==> config.mk <==
export PLATFORM = sky130hd
export DESIGN_NAME = cs_dma_top
export DESIGN_NICKNAME = d
export VERILOG_FILES = /design/src/rtl/cs_dma_pkg.sv /design/src/rtl/cs_dma_regs.sv /design/src/rtl/cs_dma_datapath.sv /design/src/rtl/cs_dma_fsm.sv /design/src/rtl/cs_dma_top.sv
export SDC_FILE = /design/constraint.sdc
export NUM_CORES = 1
export LEC_CHECK = 0
export ABC_CLOCK_PERIOD_IN_PS = 1900
export BUFFER_PORTS_ARGS = -buffer_cell sky130_fd_sc_hd__buf_4
export CAP_MARGIN = 20
export CORE_ASPECT_RATIO = 2
export CORE_UTILIZATION = 35
export DETAILED_ROUTE_END_ITERATION = 10
export SYNTH_ARGS = -nofsm -noshare
export SYNTH_HDL_FRONTEND = slang
export SYNTH_SLANG_ARGS = --single-unit
export TNS_END_PERCENT = 100
==> constraint.sdc <==
create_clock -name clk -period 1.9 [get_ports clk]
set_input_delay 0.38 -clock clk [delete_from_list [all_inputs] [get_ports clk]]
set_output_delay 0.38 -clock clk [all_outputs]
set_load 0.02 [all_outputs]
==> src/rtl/cs_dma_pkg.sv <==
// Package: shared encodings for the cycle-stealing DMA engine.
// Assumes: register indices and control-bit positions are a software contract.
package cs_dma_pkg;
    typedef enum logic [1:0] {
        ST_IDLE = 2'd0,
        ST_XFER = 2'd1,
        ST_GAP  = 2'd2
    } dma_state_t;

    localparam logic [1:0] RA_CTRL  = 2'd0;
    localparam logic [1:0] RA_BASE  = 2'd1;
    localparam logic [1:0] RA_COUNT = 2'd2;

    localparam int CTRL_START_BIT = 0;
    localparam int CTRL_DIR_BIT   = 1;
    localparam int CTRL_MODE_BIT  = 2;
    localparam int CTRL_DEV_LSB   = 8;
endpackage

==> src/rtl/cs_dma_regs.sv <==
// Module: cs_dma_regs
// Holds the programmed job description and decodes start and control writes.
// Assumes: REG_W covers ADDR_W, CNT_W and CTRL_DEV_LSB+DEV_W bits. Every
// write is dropped while a job is busy.
module cs_dma_regs
    import cs_dma_pkg::*;
#(
    parameter int REG_W  = 32,
    parameter int ADDR_W = 16,
    parameter int CNT_W  = 16,
    parameter int DEV_W  = 4
) (
    input  logic              clk,
    input  logic              rst_n,
    input  logic              reg_we,
    input  logic [1:0]        reg_addr,
    input  logic [REG_W-1:0]  reg_wdata,
    input  logic              busy,
    output logic              cfg_dir,
    output logic              cfg_steal,
    output logic [DEV_W-1:0]  cfg_dev,
    output logic [ADDR_W-1:0] cfg_base,
    output logic [CNT_W-1:0]  cfg_count,
    output logic              start_pulse,
    output logic              ctrl_wr
);
    logic wr_ok;
    logic unused_wdata;

    assign unused_wdata = ^reg_wdata;
    assign wr_ok        = reg_we && !busy;
    assign ctrl_wr      = wr_ok && (reg_addr == RA_CTRL);
    assign start_pulse  = ctrl_wr && reg_wdata[CTRL_START_BIT];

    // Capture register writes accepted while idle.
    always_ff @(posedge clk) begin
        if (!rst_n) begin
            cfg_dir   <= 1'b0;
            cfg_steal <= 1'b0;
            cfg_dev   <= '0;
            cfg_base  <= '0;
            cfg_count <= '0;
        end else if (wr_ok) begin
            case (reg_addr)
                RA_CTRL: begin
                    cfg_dir   <= reg_wdata[CTRL_DIR_BIT];
                    cfg_steal <= reg_wdata[CTRL_MODE_BIT];
                    cfg_dev   <= reg_wdata[CTRL_DEV_LSB +: DEV_W];
                end
                RA_BASE:  cfg_base  <= reg_wdata[ADDR_W-1:0];
                RA_COUNT: cfg_count <= reg_wdata[CNT_W-1:0];
                default: ;
            endcase
        end
    end
endmodule

==> src/rtl/cs_dma_datapath.sv <==
// Module: cs_dma_datapath
// Running memory address and remaining-word counter, plus data steering.
// Assumes: load and step are never high together; the address wraps naturally.
module cs_dma_datapath #(
    parameter int ADDR_W = 16,
    parameter int CNT_W  = 16,
    parameter int DATA_W = 16
) (
    input  logic              clk,
    input  logic              rst_n,
    input  logic              load,
    input  logic              step,
    input  logic [ADDR_W-1:0] base,
    input  logic [CNT_W-1:0]  count,
    input  logic [DATA_W-1:0] dev_rdata,
    input  logic [DATA_W-1:0] mem_rdata,
    output logic [ADDR_W-1:0] cur_addr,
    output logic              count_zero,
    output logic              last_word,
    output logic [DATA_W-1:0] mem_wdata,
    output logic [DATA_W-1:0] dev_wdata
);
    localparam logic [CNT_W-1:0]  CNT_ONE  = CNT_W'(1);
    localparam logic [ADDR_W-1:0] ADDR_ONE = ADDR_W'(1);

    logic [CNT_W-1:0] remaining;

    assign count_zero = (count == '0);
    assign last_word  = (remaining == CNT_ONE);
    assign mem_wdata  = dev_rdata;
    assign dev_wdata  = mem_rdata;

    // Load the job on start, then advance address and count per moved word.
    always_ff @(posedge clk) begin
        if (!rst_n) begin
            cur_addr  <= '0;
            remaining <= '0;
        end else if (load) begin
            cur_addr  <= base;
            remaining <= count;
        end else if (step) begin
            cur_addr  <= cur_addr + ADDR_ONE;
            remaining <= remaining - CNT_ONE;
        end
    end
endmodule

==> src/rtl/cs_dma_fsm.sv <==
// Module: cs_dma_fsm
// Bus ownership sequencing for block and cycle-steal modes, completion flags.
// Assumes: steal is stable while busy; a start is only seen while idle.
module cs_dma_fsm
    import cs_dma_pkg::*;
(
    input  logic clk,
    input  logic rst_n,
    input  logic start_pulse,
    input  logic ctrl_wr,
    input  logic count_zero,
    input  logic last_word,
    input  logic steal,
    input  logic bus_grant,
    input  logic bus_idle,
    output logic move,
    output logic bus_req,
    output logic busy,
    output logic done,
    output logic irq
);
    dma_state_t state, state_nx;
    logic finish;

    assign bus_req = (state == ST_XFER);
    assign busy    = (state != ST_IDLE);
    assign move    = bus_req && bus_grant && (!steal || bus_idle);

    // Next-state selection and completion detection.
    always_comb begin
        state_nx = state;
        finish   = 1'b0;
        case (state)
            ST_IDLE: begin
                if (start_pulse) begin
                    if (count_zero) finish = 1'b1;
                    else            state_nx = ST_XFER;
                end
            end
            ST_XFER: begin
                if (move) begin
                    if (last_word) begin
                        state_nx = ST_IDLE;
                        finish   = 1'b1;
                    end else if (steal) begin
                        state_nx = ST_GAP;
                    end
                end
            end
            ST_GAP:  state_nx = ST_XFER;
            default: state_nx = ST_IDLE;
        endcase
    end

    // State register and sticky done / pulsed interrupt.
    always_ff @(posedge clk) begin
        if (!rst_n) begin
            state <= ST_IDLE;
            done  <= 1'b0;
            irq   <= 1'b0;
        end else begin
            state <= state_nx;
            irq   <= finish;
            if (finish)       done <= 1'b1;
            else if (ctrl_wr) done <= 1'b0;
        end
    end
endmodule

==> src/rtl/cs_dma_top.sv <==
// Module: cs_dma_top
// Single-channel DMA engine: device <-> memory, one word per bus cycle,
// block or cycle-steal ownership, completion interrupt.
// Assumes: memory and device reads return data combinationally in the strobe cycle.
module cs_dma_top #(
    parameter int REG_W  = 32,
    parameter int ADDR_W = 16,
    parameter int CNT_W  = 16,
    parameter int DEV_W  = 4,
    parameter int DATA_W = 16
) (
    input  logic              clk,
    input  logic              rst_n,
    input  logic              reg_we,
    input  logic [1:0]        reg_addr,
    input  logic [REG_W-1:0]  reg_wdata,
    output logic              bus_req,
    input  logic              bus_grant,
    input  logic              bus_idle,
    output logic [ADDR_W-1:0] mem_addr,
    output logic [DATA_W-1:0] mem_wdata,
    input  logic [DATA_W-1:0] mem_rdata,
    output logic              mem_we,
    output logic              mem_strobe,
    output logic [DEV_W-1:0]  dev_addr,
    output logic [DATA_W-1:0] dev_wdata,
    input  logic [DATA_W-1:0] dev_rdata,
    output logic              dev_we,
    output logic              dev_strobe,
    output logic              busy,
    output logic              done,
    output logic              irq
);
    logic              cfg_dir;
    logic              cfg_steal;
    logic [DEV_W-1:0]  cfg_dev;
    logic [ADDR_W-1:0] cfg_base;
    logic [CNT_W-1:0]  cfg_count;
    logic              start_pulse;
    logic              ctrl_wr;
    logic              count_zero;
    logic              last_word;
    logic              move;

    cs_dma_regs #(
        .REG_W(REG_W), .ADDR_W(ADDR_W), .CNT_W(CNT_W), .DEV_W(DEV_W)
    ) u_regs (
        .clk(clk), .rst_n(rst_n), .reg_we(reg_we), .reg_addr(reg_addr),
        .reg_wdata(reg_wdata), .busy(busy), .cfg_dir(cfg_dir),
        .cfg_steal(cfg_steal), .cfg_dev(cfg_dev), .cfg_base(cfg_base),
        .cfg_count(cfg_count), .start_pulse(start_pulse), .ctrl_wr(ctrl_wr)
    );

    cs_dma_datapath #(
        .ADDR_W(ADDR_W), .CNT_W(CNT_W), .DATA_W(DATA_W)
    ) u_path (
        .clk(clk), .rst_n(rst_n), .load(start_pulse), .step(move),
        .base(cfg_base), .count(cfg_count), .dev_rdata(dev_rdata),
        .mem_rdata(mem_rdata), .cur_addr(mem_addr), .count_zero(count_zero),
        .last_word(last_word), .mem_wdata(mem_wdata), .dev_wdata(dev_wdata)
    );

    cs_dma_fsm u_fsm (
        .clk(clk), .rst_n(rst_n), .start_pulse(start_pulse), .ctrl_wr(ctrl_wr),
        .count_zero(count_zero), .last_word(last_word), .steal(cfg_steal),
        .bus_grant(bus_grant), .bus_idle(bus_idle), .move(move),
        .bus_req(bus_req), .busy(busy), .done(done), .irq(irq)
    );

    assign dev_addr   = cfg_dev;
    assign mem_strobe = move;
    assign dev_strobe = move;
    assign mem_we     = move && !cfg_dir;
    assign dev_we     = move && cfg_dir;
endmodule

==> metrics.md <==
| Metric | Value |
|---|---|
| CTS HTree Levels | 3 |
| DP Wirelength | 7610 um |
| PwrDens | 863 nW/um^2 |
| Drt initial violations | 183 |
| Synthesized area | 3540 um^2 |
| Hold buffer count at cts | 0 |
| Synth Flop Type | dfxtp_1 |
| Clock Power Share | 48.3% |
| Post-synth EDFFs | 0 |
| CTS root buffer | clkbuf_16 |
| GRT overflow | 0 |
| Cts bufs inserted | 9 |
| Yosys top cell area share | 41.8% |
| CP most frequent cell | or4_4 |
| Final setup margin | -0.0864 ns |
| Int Power | 2.91 mW |
| RSZ-0062 raised after global routing | true |
| Post CTS Setup Buffer Count | 0 |
| Crit path DAT | 2.21 ns |
| FF+latch area | 1480 um^2 |
| Slew headroom | 66.9% |
| Critical Path, Cell by Cell | or4_4 > or4_4 > nor4b_4 > xnor2_1 > a21oi_1 |
| Clk sinks | 74 |
| CP Class | flip-flop to flip-flop |
| Number of max-cap violations | 0 |
| Avg Inst Size Synth | 8.02 um^2 |
| Non-filler cells, final | 628 |
| Flops & latches, synth | 74 |
| Die ar. | 10,600 um^2 |
| Crit path max-delay family | simple AND/OR/NAND/NOR gates |
| Residual DRC | 0 |
| Worst path buffer plus inverter count | 0 |
| Status | finished, violations left |
| DR vias | 3,225 |
| Hold_ws | 0.305 ns |
| Worst slew pin tran | 0.496 ns |
| Ant diodes | 0 |
| Hold crit path type | input port to flip-flop |
| Final setup fails | 2 |
| Final min period | 1.99 ns |
| Post-synthesis cell type count | 49 |
| Placer congestion estimate | 0.900 |
| LEAKAGE | 1.75 nW |
| Die Y | 144 um |
| Largest stage delay on the critical path | 0.56 ns |
| Max VDD drop | 0.497 mV |
| CORE AREA | 9760 um^2 |
| DP Cell Count | 612 |
| Period utilisation layout | 105% |
| Fillers | 997 |
| Sequential share of the synthesized area | 41.8% |
| CP Max Fanout | 4 |
| Die width | 73.2 um |
| Pins Over Slew Limit | 0 |
| Worst Skew | 0.00758 ns |
| CTS tree | done |
| F_max | 0.503 GHz |
| Gr usage total | 20.3% |
| Layout area overhead | 24.9% |
| Antenna Nets Post-Route | 0 |
| Required @ worst endpoint | 2.12 ns |
| Clk Latency, worst-skew pair | 0.33 ns |
| Initial antenna violation count | 0 |
| Post-synth ARST share | 0% |
| Multi-input gate area | 1710 um^2 |
| Startpoint Class | flip-flop |
| Final Cell Area | 4430 um^2 |
| Share of cells above drive strength 1 | 25.2% |
| Largest net degree at the start of global routing | 23 |
| Critical Path End Type | flip-flop |
| Fin nets | 565 |
| Failing checks | negative setup slack |
| Final hold viol count | 0 |
| Sw Ratio | 23.8% |
| Logic pwr share | 9.1% |
| I/O Buffers | 50 |
| Drt wl/cell | 15.7 um |
| Synth area leaders | dfxtp_1, nand2_1, a21oi_1 |
| Post-synthesis instance total | 442 |
| Post-Syn Nets | 516 |
| Synth Warn # | 0 |
| Net Sw Power | 0.911 mW |
| Clock buffer depth | 2 |
| Critical-path top delay cell | or4_4 |
| Vias/cell | 5.14 |
| Initial Util | 36.3% |
| Vias in the first global route | 3,281 |
| Register share of total power | 42.7% |
| I/O Pins | 131 |
| DR pass1 iterations | 4 |
| Placement Cell Area | 4090 um^2 |
| Post-Route WL | 9890 um |
| Worst-path clk slew | 0.06 ns |
| First-pass GRT wire length | 16,200 um |
| Cell taking the most area after synthesis | dfxtp_1 |
| # rows | 51 |
routing by layer:
metal  wire length [um]  part of all wire [%]  track usage (%)
met1               3790                    38             21.4
met2               5430                    55             37.5
met3                426                   4.3             3.34
met4                246                   2.5             10.1
met5                  0                     0                0
worst min-delay path, cell delays in order:
cell     delay (ns)
buf_4          0.11
nand2_1        0.05
a21oi_1        0.05
per-stage QoR:
| step | setup WS (ns) | TNS, ns | utilization, % | power (mW) |
|---|---|---|---|---|
| finish | -0.0864 | -0.122 | 45.4 | 3.82 |
| global placement | -0.0830 | -0.104 | 41.9 | 2.01 |
| global route | -0.129 | -0.432 | 45.4 | 3.97 |
| CTS | -0.0910 | -0.140 | 45.2 | 3.85 |
| floorplan | -0.0401 | -0.0401 | - | 1.94 |
| detailed placement | -0.0791 | -0.119 | 41.9 | 2.01 |
cells by family after synthesis:
logic type      count (synthesis)  synth area share [%]
xor+xnor                       15                  3.71
compound gates                107                  18.0
mux                             7                  2.01
flops                          74                  41.8
buf+inv                        63                  10.4
fa+ha+maj                       3                  1.06
simple gates                  173                  23.1
Yosys cell counts, types with 2 or more instances:
cell type  number
mux2i_1         6
nand2_1        89
a221oi_1        3
o311ai_0        2
a211oi_1        3
buf_4          33
a21oi_1        54
nand3b_1        2
o21ai_0        16
a31oi_1         7
xor2_1          9
or3_1           4
o22ai_1         2
inv_1           8
a22o_1          2
nor4_1         10
a22oi_1         3
nor3_1          8
dfxtp_1        74
nand4_1         6
o21a_1          6
nor3b_1         2
nand3_1         6
or4_4           2
or3_2           2
or2_2           2
o211ai_1        2
xnor2_1         6
nor2_1         30
clkbuf_1       21
nand4b_1        2
ha_1            3
power groups by stage:
stage	clock network [mW]	registers, mW	logic [mW]
6_report	1.84	1.63	0.346
5_1_grt	1.96	1.64	0.377
4_1_cts	1.88	1.63	0.346
3_5_place_dp	0	1.67	0.345
3_3_place_gp	0	1.66	0.343
2_1_floorplan	0	1.67	0.271
cell usage in the layout (no fill, tap or decap), drive strengths merged, types with 3 or more instances in the layout:
master,n
o21ai,16
dfxtp,74
buf,93
a22oi,3
mux2i,6
or3,6
nand2,89
nor4,10
a21oi,54
inv,10
ha,3
a221oi,3
nor3,8
xor2,9
xnor2,6
nand4,6
a211oi,3
nand3,6
clkbuf,9
o21a,6
a31oi,7
nor2,30
repair_timing:
action                     4_1_cts  5_1_grt
resized for setup                1        4
pin swaps                        0        1
setup endpoints to repair        4        8
registers in the layout (all words and copies together), names as in the netlist:
| signal | cells |
|---|---|
| u_fsm.irq | 1 |
| u_regs.cfg_steal | 1 |
| u_regs.cfg_count | 16 |
| u_fsm.done | 1 |
| u_path.remaining | 16 |
| u_regs.cfg_dir | 1 |
| u_path.cur_addr | 16 |
| u_regs.cfg_dev | 4 |
| u_regs.cfg_base | 16 |
| u_fsm.state | 2 |
worst paths after layout:
path | from | to | slack [ns] | cells after the start
worst max register to register | u_path.remaining[10] | u_path.remaining[15] | -0.09 | 5
worst min-delay path | reg_wdata[5] | u_regs.cfg_count[5] | 0.30 | 3
worst min register to register | u_fsm.state[0] | u_fsm.state[0] | 0.46 | 1
worst max-delay path | u_path.remaining[10] | u_path.remaining[15] | -0.09 | 5
final cells by class:
class	instances	area share, %
well taps	132	3.73
inverters	8	0.735
clock inverters	7	2.29
flip-flops and latches	74	33.5
multi-input cells	305	38.6
repair buffers	93	16.0
clock buffers	9	5.09
Note: power is estimated with default switching activity, not from simulation.
